--- src/rtl/i2c_resv_pkg.sv ---
package i2c_resv_pkg;

  typedef enum logic [1:0] {
    ST_IDLE = 2'd0,
    ST_HOLD = 2'd1,
    ST_WAIT = 2'd2
  } mst_state_t;

  // Cycles software waits after a request before master status is meaningful
  function automatic int unsigned settle_cycles(input int unsigned lo_w,
                                                input int unsigned hi_w,
                                                input int unsigned fall_w);
    return lo_w + hi_w + 4 + 2 * fall_w;
  endfunction

endpackage

--- src/rtl/i2c_line_sync.sv ---
module i2c_line_sync #(
  parameter int LINES  = 2,
  parameter int STAGES = 2
) (
  input  logic             clk,
  input  logic             rst_n,
  input  logic [LINES-1:0] raw_in,
  output logic [LINES-1:0] sync_out
);

  for (genvar g = 0; g < LINES; g++) begin : g_line
    logic [STAGES-1:0] chain;
    always_ff @(posedge clk or negedge rst_n) begin
      if (!rst_n) chain <= '1;
      else        chain <= {chain[STAGES-2:0], raw_in[g]};
    end
    assign sync_out[g] = chain[STAGES-1];
  end

endmodule

--- src/rtl/i2c_cond_detect.sv ---
module i2c_cond_detect (
  input  logic clk,
  input  logic rst_n,
  input  logic sda_s,
  input  logic scl_s,
  output logic start_det,
  output logic stop_det,
  output logic bus_busy
);

  logic sda_prev;

  always_ff @(posedge clk or negedge rst_n) begin
    if (!rst_n) sda_prev <= 1'b1;
    else        sda_prev <= sda_s;
  end

  assign start_det = scl_s & sda_prev & ~sda_s;
  assign stop_det  = scl_s & ~sda_prev & sda_s;

  always_ff @(posedge clk or negedge rst_n) begin
    if (!rst_n)         bus_busy <= 1'b0;
    else if (stop_det)  bus_busy <= 1'b0;
    else if (start_det) bus_busy <= 1'b1;
  end

  assert_stop_clears_busy_R2: assert property (
    @(posedge clk) disable iff (!rst_n) stop_det |=> !bus_busy);

  assert_start_sets_busy_R2: assert property (
    @(posedge clk) disable iff (!rst_n) start_det |=> bus_busy);

endmodule

--- src/rtl/i2c_start_fsm.sv ---
module i2c_start_fsm
  import i2c_resv_pkg::*;
#(
  parameter int CNT_W = 8
) (
  input  logic             clk,
  input  logic             rst_n,
  input  logic             start_req,
  input  logic             bus_release,
  input  logic             arb_lost,
  input  logic             cfg_resv_off,
  input  logic             bus_busy,
  input  logic             stop_det,
  input  logic [CNT_W-1:0] hold_cnt,
  output logic             sda_drive_low,
  output logic             scl_drive_low,
  output logic             master_st,
  output logic             resv_pend
);

  mst_state_t       state;
  logic [CNT_W-1:0] hold_left;
  logic             bus_free;
  logic             launch;
  logic             reserve;

  // A stop seen in the same cycle counts as a released bus
  assign bus_free = ~bus_busy | stop_det;
  assign launch   = (state == ST_IDLE) &
                    ((start_req & bus_free) | (resv_pend & stop_det));
  assign reserve  = (state == ST_IDLE) & start_req & ~bus_free & ~cfg_resv_off;

  always_ff @(posedge clk or negedge rst_n) begin
    if (!rst_n) begin
      state     <= ST_IDLE;
      hold_left <= '0;
      resv_pend <= 1'b0;
    end else if (bus_release) begin
      state     <= ST_IDLE;
      hold_left <= '0;
      resv_pend <= 1'b0;
    end else begin
      unique case (state)
        ST_IDLE: begin
          if (launch) begin
            state     <= ST_HOLD;
            hold_left <= hold_cnt;
            resv_pend <= 1'b0;
          end else if (reserve) begin
            resv_pend <= 1'b1;
          end
        end
        ST_HOLD: begin
          if (arb_lost)               state     <= ST_IDLE;
          else if (hold_left == '0)   state     <= ST_WAIT;
          else                        hold_left <= hold_left - 1'b1;
        end
        ST_WAIT: begin
          if (arb_lost) state <= ST_IDLE;
        end
        default: state <= ST_IDLE;
      endcase
    end
  end

  assign sda_drive_low = (state != ST_IDLE);
  assign scl_drive_low = (state == ST_WAIT);
  assign master_st     = (state == ST_WAIT);

  assert_hold_before_scl_R4: assert property (
    @(posedge clk) disable iff (!rst_n) $rose(scl_drive_low) |-> $past(sda_drive_low));

  assert_resv_not_master_R5: assert property (
    @(posedge clk) disable iff (!rst_n) resv_pend |-> !sda_drive_low && !master_st);

  assert_resv_off_drops_R6: assert property (
    @(posedge clk) disable iff (!rst_n)
    cfg_resv_off && !resv_pend && !(start_req && bus_free) |=> !resv_pend);

  assert_launch_on_stop_R7: assert property (
    @(posedge clk) disable iff (!rst_n)
    resv_pend && stop_det && !bus_release |=> sda_drive_low && !resv_pend);

  assert_release_clears_R9: assert property (
    @(posedge clk) disable iff (!rst_n)
    bus_release |=> !resv_pend && !master_st && !sda_drive_low);

  assert_arb_loss_idle_R10: assert property (
    @(posedge clk) disable iff (!rst_n) arb_lost |=> !master_st && !scl_drive_low);

endmodule

--- src/rtl/i2c_settle_timer.sv ---
module i2c_settle_timer
  import i2c_resv_pkg::*;
#(
  parameter int CNT_W  = 8,
  parameter int STAT_W = CNT_W + 3
) (
  input  logic             clk,
  input  logic             rst_n,
  input  logic             start_req,
  input  logic [CNT_W-1:0] lo_w,
  input  logic [CNT_W-1:0] hi_w,
  input  logic [CNT_W-1:0] fall_w,
  output logic             status_ready
);

  logic [STAT_W-1:0] remain;

  always_ff @(posedge clk or negedge rst_n) begin
    if (!rst_n)              remain <= '0;
    else if (start_req)      remain <= STAT_W'(settle_cycles(int'(lo_w), int'(hi_w), int'(fall_w)));
    else if (remain != '0)   remain <= remain - 1'b1;
  end

  assign status_ready = (remain == '0);

  assert_request_not_ready_R11: assert property (
    @(posedge clk) disable iff (!rst_n) start_req |=> !status_ready);

endmodule

--- src/rtl/i2c_tx_hold.sv ---
module i2c_tx_hold #(
  parameter int DATA_W = 8
) (
  input  logic              clk,
  input  logic              rst_n,
  input  logic              tx_wr,
  input  logic [DATA_W-1:0] tx_data,
  input  logic              resv_pend,
  input  logic              tx_clr,
  output logic [DATA_W-1:0] addr_q,
  output logic              addr_valid
);

  always_ff @(posedge clk or negedge rst_n) begin
    if (!rst_n) begin
      addr_q     <= '0;
      addr_valid <= 1'b0;
    end else if (tx_clr) begin
      addr_valid <= 1'b0;
    end else if (tx_wr && !resv_pend) begin
      addr_q     <= tx_data;
      addr_valid <= 1'b1;
    end
  end

  assert_early_write_dropped_R8: assert property (
    @(posedge clk) disable iff (!rst_n)
    tx_wr && resv_pend && !tx_clr |=> $stable(addr_q) && $stable(addr_valid));

  assert_write_taken_R8: assert property (
    @(posedge clk) disable iff (!rst_n)
    tx_wr && !resv_pend && !tx_clr |=> addr_valid);

endmodule

--- src/rtl/i2c_start_resv.sv ---
module i2c_start_resv #(
  parameter int CNT_W       = 8,
  parameter int DATA_W      = 8,
  parameter int SYNC_STAGES = 2
) (
  input  logic              clk,
  input  logic              rst_n,
  input  logic              sda_in,
  input  logic              scl_in,
  input  logic              start_req,
  input  logic              bus_release,
  input  logic              arb_lost,
  input  logic              cfg_resv_off,
  input  logic              stop_irq_en,
  input  logic [CNT_W-1:0]  cfg_hi_cnt,
  input  logic [CNT_W-1:0]  cfg_lo_cnt,
  input  logic [CNT_W-1:0]  cfg_fall_cnt,
  input  logic              tx_wr,
  input  logic [DATA_W-1:0] tx_data,
  output logic              sda_drive_low,
  output logic              scl_drive_low,
  output logic              master_st,
  output logic              resv_pend,
  output logic              bus_busy,
  output logic              stop_det,
  output logic              stop_irq,
  output logic              status_ready,
  output logic [DATA_W-1:0] addr_out,
  output logic              addr_valid
);

  localparam int STAT_W = CNT_W + 3;

  logic [1:0] line_sync;
  logic       start_det;
  logic       tx_clr;

  i2c_line_sync #(.LINES(2), .STAGES(SYNC_STAGES)) u_sync (
    .clk      (clk),
    .rst_n    (rst_n),
    .raw_in   ({scl_in, sda_in}),
    .sync_out (line_sync)
  );

  i2c_cond_detect u_cond (
    .clk       (clk),
    .rst_n     (rst_n),
    .sda_s     (line_sync[0]),
    .scl_s     (line_sync[1]),
    .start_det (start_det),
    .stop_det  (stop_det),
    .bus_busy  (bus_busy)
  );

  i2c_start_fsm #(.CNT_W(CNT_W)) u_fsm (
    .clk           (clk),
    .rst_n         (rst_n),
    .start_req     (start_req),
    .bus_release   (bus_release),
    .arb_lost      (arb_lost),
    .cfg_resv_off  (cfg_resv_off),
    .bus_busy      (bus_busy),
    .stop_det      (stop_det),
    .hold_cnt      (cfg_hi_cnt),
    .sda_drive_low (sda_drive_low),
    .scl_drive_low (scl_drive_low),
    .master_st     (master_st),
    .resv_pend     (resv_pend)
  );

  i2c_settle_timer #(.CNT_W(CNT_W), .STAT_W(STAT_W)) u_settle (
    .clk          (clk),
    .rst_n        (rst_n),
    .start_req    (start_req),
    .lo_w         (cfg_lo_cnt),
    .hi_w         (cfg_hi_cnt),
    .fall_w       (cfg_fall_cnt),
    .status_ready (status_ready)
  );

  assign tx_clr = bus_release | arb_lost;

  i2c_tx_hold #(.DATA_W(DATA_W)) u_tx (
    .clk        (clk),
    .rst_n      (rst_n),
    .tx_wr      (tx_wr),
    .tx_data    (tx_data),
    .resv_pend  (resv_pend),
    .tx_clr     (tx_clr),
    .addr_q     (addr_out),
    .addr_valid (addr_valid)
  );

  assign stop_irq = stop_det & stop_irq_en;

  assert_irq_gated_R3: assert property (
    @(posedge clk) disable iff (!rst_n) stop_irq |-> stop_irq_en && stop_det);

  assert_busy_seen_start_R2: assert property (
    @(posedge clk) disable iff (!rst_n) $rose(bus_busy) |-> $past(start_det));

endmodule

--- config.mk ---
export PLATFORM = sky130hd
export DESIGN_NAME = i2c_start_resv
export DESIGN_NICKNAME = d
export VERILOG_FILES = /design/src/rtl/i2c_resv_pkg.sv /design/src/rtl/i2c_line_sync.sv /design/src/rtl/i2c_cond_detect.sv /design/src/rtl/i2c_start_fsm.sv /design/src/rtl/i2c_settle_timer.sv /design/src/rtl/i2c_tx_hold.sv /design/src/rtl/i2c_start_resv.sv
export SDC_FILE = /design/constraint.sdc
export NUM_CORES = 1
export LEC_CHECK = 0
export BUFFER_PORTS_ARGS = -buffer_cell sky130_fd_sc_hd__buf_2
export CORE_MARGIN = 2
export CORE_UTILIZATION = 45
export DETAILED_ROUTE_END_ITERATION = 10
export PLACE_DENSITY = 0.67
export SLEW_MARGIN = 20
export SYNTH_ARGS = -nofsm -noshare
export SYNTH_HDL_FRONTEND = slang
export SYNTH_HIERARCHICAL = 1
export SYNTH_SLANG_ARGS = --single-unit
--- constraint.sdc ---
create_clock -name clk -period 4.1 [get_ports clk]
set_clock_uncertainty 0.05 [all_clocks]
set_input_delay 0.41 -clock clk [delete_from_list [all_inputs] [get_ports clk]]
set_output_delay 0.41 -clock clk [all_outputs]
set_load 0.05 [all_outputs]
Word-level counts from Yosys, hierarchy flattened
Index checks and enable logic that the tools add are counted.
{"block": "word_totals", "latch_bits": 0, "mem_count": 0, "mem_bits_ro": 0, "mem_bits_rw": 0, "regBits": 37}
{"block": "op_classes", "n_mux": 21, "bitwise": 20, "order_cmp": 0, "div": 0, "n_shift": 0, "n_reduce_logical": 17, "mul": 0, "eq_ne": 7, "add_sub_neg": 5}
{"operator": "2-to-1 mux 8 bit", "n": 4}
{"operator": "2-to-1 mux 11 bit", "n": 2}
{"operator": "case mux 8 bit (2 select lines)", "n": 1}
{"operator": "adder 11 x 3 -> 11 bit, second input constant", "n": 1}
{"operator": "adder 11 x 9 -> 11 bit", "n": 1}
{"operator": "AND 1 bit", "n": 11}
{"operator": "zero test 11 bit", "n": 1}
{"operator": "nonzero test 11 bit", "n": 1}
{"operator": "subtractor 11 x 1 -> 11 bit, second input constant", "n": 1}
{"operator": "2-to-1 mux 2 bit", "n": 5}
{"operator": "nonzero test 2 bit", "n": 5}
{"operator": "adder 8 x 8 -> 9 bit", "n": 1}
{"operator": "!= test 3 bit, second input constant", "n": 3}
{"operator": "zero test 8 bit", "n": 1}
{"operator": "2-to-1 mux 1 bit", "n": 8}
{"operator": "subtractor 8 x 1 -> 8 bit, second input constant", "n": 1}
{"operator": "inverter 1 bit", "n": 6}
{"operator": "case mux 2 bit (3 select lines)", "n": 1}
{"operator": "nonzero test 3 bit", "n": 2}
{"operator": "!= test 4 x 3 -> 1 bit, second input constant", "n": 1}
{"operator": "AND reduction 2 bit", "n": 2}
{"operator": "AND reduction 4 bit", "n": 1}
{"operator": "!= test 3 x 2 -> 1 bit, second input constant", "n": 1}
{"operator": "bitwise OR 1 bit", "n": 3}
{"operator": "other kinds (6)", "n": 6}

Longest topological paths before layout
{"block": "logic_depth", "word_depth": 11, "mapped_depth": 12}

Hierarchy
The synthesis kept the hierarchy.
{"module": "i2c_settle_timer", "cells_each": 144, "area_per_inst_um2": 1260.0, "instances": 1, "seq_area_each_um2": 275.3}
{"module": "i2c_start_fsm", "cells_each": 95, "area_per_inst_um2": 807.0, "instances": 1, "seq_area_each_um2": 275.3}
{"module": "i2c_tx_hold", "cells_each": 21, "area_per_inst_um2": 349.1, "instances": 1, "seq_area_each_um2": 225.2}
{"module": "i2c_line_sync", "cells_each": 6, "area_per_inst_um2": 120.1, "instances": 1, "seq_area_each_um2": 105.1}
{"module": "i2c_cond_detect", "cells_each": 9, "area_per_inst_um2": 83.8, "instances": 1, "seq_area_each_um2": 51.3}
{"module": "i2c_start_resv", "cells_each": 2, "area_per_inst_um2": 12.5, "instances": 1, "seq_area_each_um2": 0.0}

Worst setup path before layout
Ideal clock, no wire load.
{"block": "synth_timing", "kind": "input to register", "startpoint": "input cfg_lo_cnt[1]", "endpoint": "register u_settle.remain[10]", "required_time_ns": 3.930, "setup_ns": 0.120, "t_arrival_ns": 2.516, "cell_stages": 10, "path_buffers": 0, "setup_slack_ns": 1.414, "path_cell_list": "fa_1 > fa_1 > ha_1 > inv_1 > fa_1 > nor2b_1 > o31a_1 > nor3_1 > o21bai_1 > a31o_2"}
{"block": "synth_via", "elab_chain_cells": 4}
{"element": "start, declared", "line": "i2c_start_resv.sv:16", "text": "input logic [CNT_W-1:0] cfg_lo_cnt,"}
{"element": "adder 8 x 8 -> 9 bit", "line": "i2c_resv_pkg.sv:13", "text": "return lo_w + hi_w + 4 + 2 * fall_w;"}
{"element": "adder 11 x 3 -> 11 bit", "line": "i2c_resv_pkg.sv:13"}
{"element": "adder 11 x 9 -> 11 bit", "line": "i2c_resv_pkg.sv:13"}
{"element": "2-to-1 mux 11 bit", "line": "i2c_settle_timer.sv:20", "text": "else if (start_req) remain <= STAT_W'(settle_cycles(int'(lo_w), int'(hi_w), int'(fall_w)));"}
{"element": "end signal, assigned", "line": "i2c_settle_timer.sv:20"}
{"element": "end signal, assigned", "line": "i2c_settle_timer.sv:21", "text": "else if (remain != '0) remain <= remain - 1'b1;"}
{"element": "end, declared", "line": "i2c_settle_timer.sv:16", "text": "logic [STAT_W-1:0] remain;"}
Every way passes these cells.
A chain may end at the register's enable or synchronous reset.

Final worst setup path
{"block": "layout_timing", "startpoint": "register u_settle.remain[0]", "endpoint": "output status_ready"}
{"block": "layout_via", "elab_chain_cells": 1}
{"element": "zero test 11 bit", "line": "i2c_settle_timer.sv:24", "text": "assign status_ready = (remain == '0);"}
{"element": "end, declared", "line": "i2c_start_resv.sv:27", "text": "output logic status_ready,"}
Every way passes these cells.

==> results.sh <==
export IMPL_status="completed"
export IMPL_met2WireLength_um=2810
export IMPL_drv_cap=0
export IMPL_grt_max_degree=38
export IMPL_fin_crit_ps=2946
export IMPL_cts_hold_buf=0
export IMPL_rows=27
export IMPL_wl_met3_um=222
export IMPL_maxSlewViolCount=0
export IMPL_avgRoutedWirePerCell_um=13.54
export IMPL_antenna_cells=0
export IMPL_cts_buffer_depth=2
export IMPL_dp_cells=398
export IMPL_cp_max_fo=10
export IMPL_r2r_end="u_settle/remain[5]"
export IMPL_die_area_mm2=0.006460
export IMPL_cts_root_buf="clkbuf_8"
export IMPL_setup_violations=0
export IMPL_finalNetCount=402
export IMPL_cts_sinks=37
export IMPL_drt_met1_wl_um=2415
export IMPL_p_per_area_mw_per_mm2=461.9
export IMPL_wl_um=5496
export IMPL_tightest_slew_ps=826.0
export IMPL_drc=0
export IMPL_cts_tree="done"
export IMPL_intPower_w=0.0009048
export IMPL_hold_viol_final=0
export IMPL_cts_setup_buffers=0
export IMPL_antenna_found_initial=0
export IMPL_rsz0062_at_grt="false"
export IMPL_timing_rr_start="u_settle/remain[0]"
export IMPL_grt_pass1_wl_um=9508
export IMPL_crit_path_end="status_ready"
export IMPL_grt_use_total=0.1877
export IMPL_ant_nets=0
export IMPL_drtPass1Iterations=4
export IMPL_grt_pass1_vias=2092
export IMPL_p_total_w=0.001429
export IMPL_finalSetupTns_ps=0
export IMPL_pre_cts_ws_ps=1165
export IMPL_ctsResizeCount=0
export IMPL_crit_chain="inv_1 > ha_1 > nor4b_1 > nor4b_4 > buf_2"
export IMPL_min_period_over_period=0.7186
export IMPL_io_pins=59
export IMPL_syn_inst=276
export IMPL_pwr_share_seq=0.356
export IMPL_numPortBuffers=58
export IMPL_post_drt_via_cell_ratio=5.227
export IMPL_peakVddDrop_mv=0.2780
export IMPL_fin_cells=406
export IMPL_critPathLaunch="u_settle/remain[0]"
export IMPL_critPathMaxStageDelay_ps=640
export IMPL_clkTransAtPathRegs_ps=80
export IMPL_setup_ws_ps=1154
export IMPL_drive_above_1_share=0.2754
export IMPL_p_comb_frac=0.374
export IMPL_highest_layer="met4"
export IMPL_switching_power_w=0.0005239
export IMPL_synth_area_per_cell_um2=9.511
export IMPL_core_area_mm2=0.005574
export IMPL_initialDrtViolationCount=114
export IMPL_p_clk_frac=0.270
export IMPL_areaGrowthSynthToFinish_pct=17.83
export IMPL_cts_buffers=5
export IMPL_setup_worst_path_end_class="primary output"
export IMPL_r2r_slack_ps=1650
export IMPL_fp_dieW_um=80.38
export IMPL_insertion_delay_ps=300
export IMPL_worstPathArrival_ps=2490
export IMPL_htree_num_levels=2
export IMPL_ys_warn_count=6
export IMPL_fmax_mhz=339.4
export IMPL_p_leak_nw=1.500
export IMPL_die_height_um=80.38
export IMPL_reg2reg_depth=7
export IMPL_path_class="register to primary output"
export IMPL_hold_path_class="input port to asynchronous set/reset pin"
export IMPL_place_area_mm2=0.002955
export IMPL_start_util=0.4709
export IMPL_synth_nets=345
export IMPL_grt_overflow=0
export IMPL_sw_frac_of_total=0.3667
export IMPL_crit_required_ps=3640
export IMPL_crit_path_start_kind="register"
export IMPL_place_gp_congestion=0.8518
export IMPL_syn_area_mm2=0.002625
export IMPL_fin_area_mm2=0.003093
export IMPL_vias=2122
export IMPL_cp_slowest_cell="nor4b_4"
export IMPL_hpwl_um=4205
export IMPL_slew_headroom=0.4493
power by group through the flow:
stage,clock (W),sequential [W],combinational [W]
after detailed placement,0,0.000515,0.000530
after global placement,0,0.000511,0.000521
after floorplan,0,0.000572,0.000343
after global routing,0.000415,0.000521,0.000597
final,0.000386,0.000509,0.000534
after CTS,0.000394,0.000508,0.000535
how the worst min path moves through the flow:
stage,from,to,cells past startpoint
2_1_floorplan,rst_n,u_cond/bus_busy,0
5_1_grt,scl_in,u_sync/g_line[1].chain[0],1
6_report,rst_n,u_tx/addr_valid,1
4_1_cts,scl_in,u_sync/g_line[1].chain[0],1
3_3_place_gp,u_sync/g_line[0].chain[0],u_sync/g_line[0].chain[1],0
3_5_place_dp,u_sync/g_line[1].chain[0],u_sync/g_line[1].chain[1],0
layout by cell type (no fill, tap or decap), types with 8 or more instances in the layout:
master,count
buf_2,58
inv_1,43
dfrtp_1,32
a21oi_1,23
ha_1,19
nor2_1,18
o21ai_0,17
nand2_1,16
nor3_1,14
mux2_2,9
fa_1,8
layout make-up:
class	count	area (µm²)
multi-input combinational	188	1481
inverter	43	161.4
tap	72	90.09
fill	517	2481
clock inverter	3	68.82
sequential	37	932.1
timing repair buffer	58	290.3
clock buffer	5	68.82
flip-flops by register name, summed over array words and instances, names as in the netlist:
register / flops
u_cond/bus_busy: 1
u_cond/sda_prev: 1
u_fsm/hold_left: 8
u_fsm/resv_pend: 1
u_fsm/state: 2
u_settle/remain: 11
u_sync/g_line.chain: 4
u_tx/addr_q: 8
u_tx/addr_valid: 1
metrics by stage:
stage	util	hold slack (ps)
after global routing	0.5549	140.3
after CTS	0.5549	153.2
after floorplan	-	64.41
after global placement	0.5302	296.4
final	0.5549	161.3
after detailed placement	0.5302	296.8
layer usage:
layer	global-route usage	vias to the layer above
met2	0.3200	50
li1	-	1058
met1	0.2376	1010
met3	0.04719	4
met4	0.04746	0
met5	0	-
critical path, delay by kind of cell (launching register included):
| family | cells | cell delay, ps |
|---|---|---|
| AND/OR/NAND/NOR | 2 | 1130 |
| buffers and inverters | 2 | 470 |
| flip-flops | 1 | 380 |
| adder cells (fa/ha/maj) | 1 | 210 |
(Power assumes the default switching activity.)
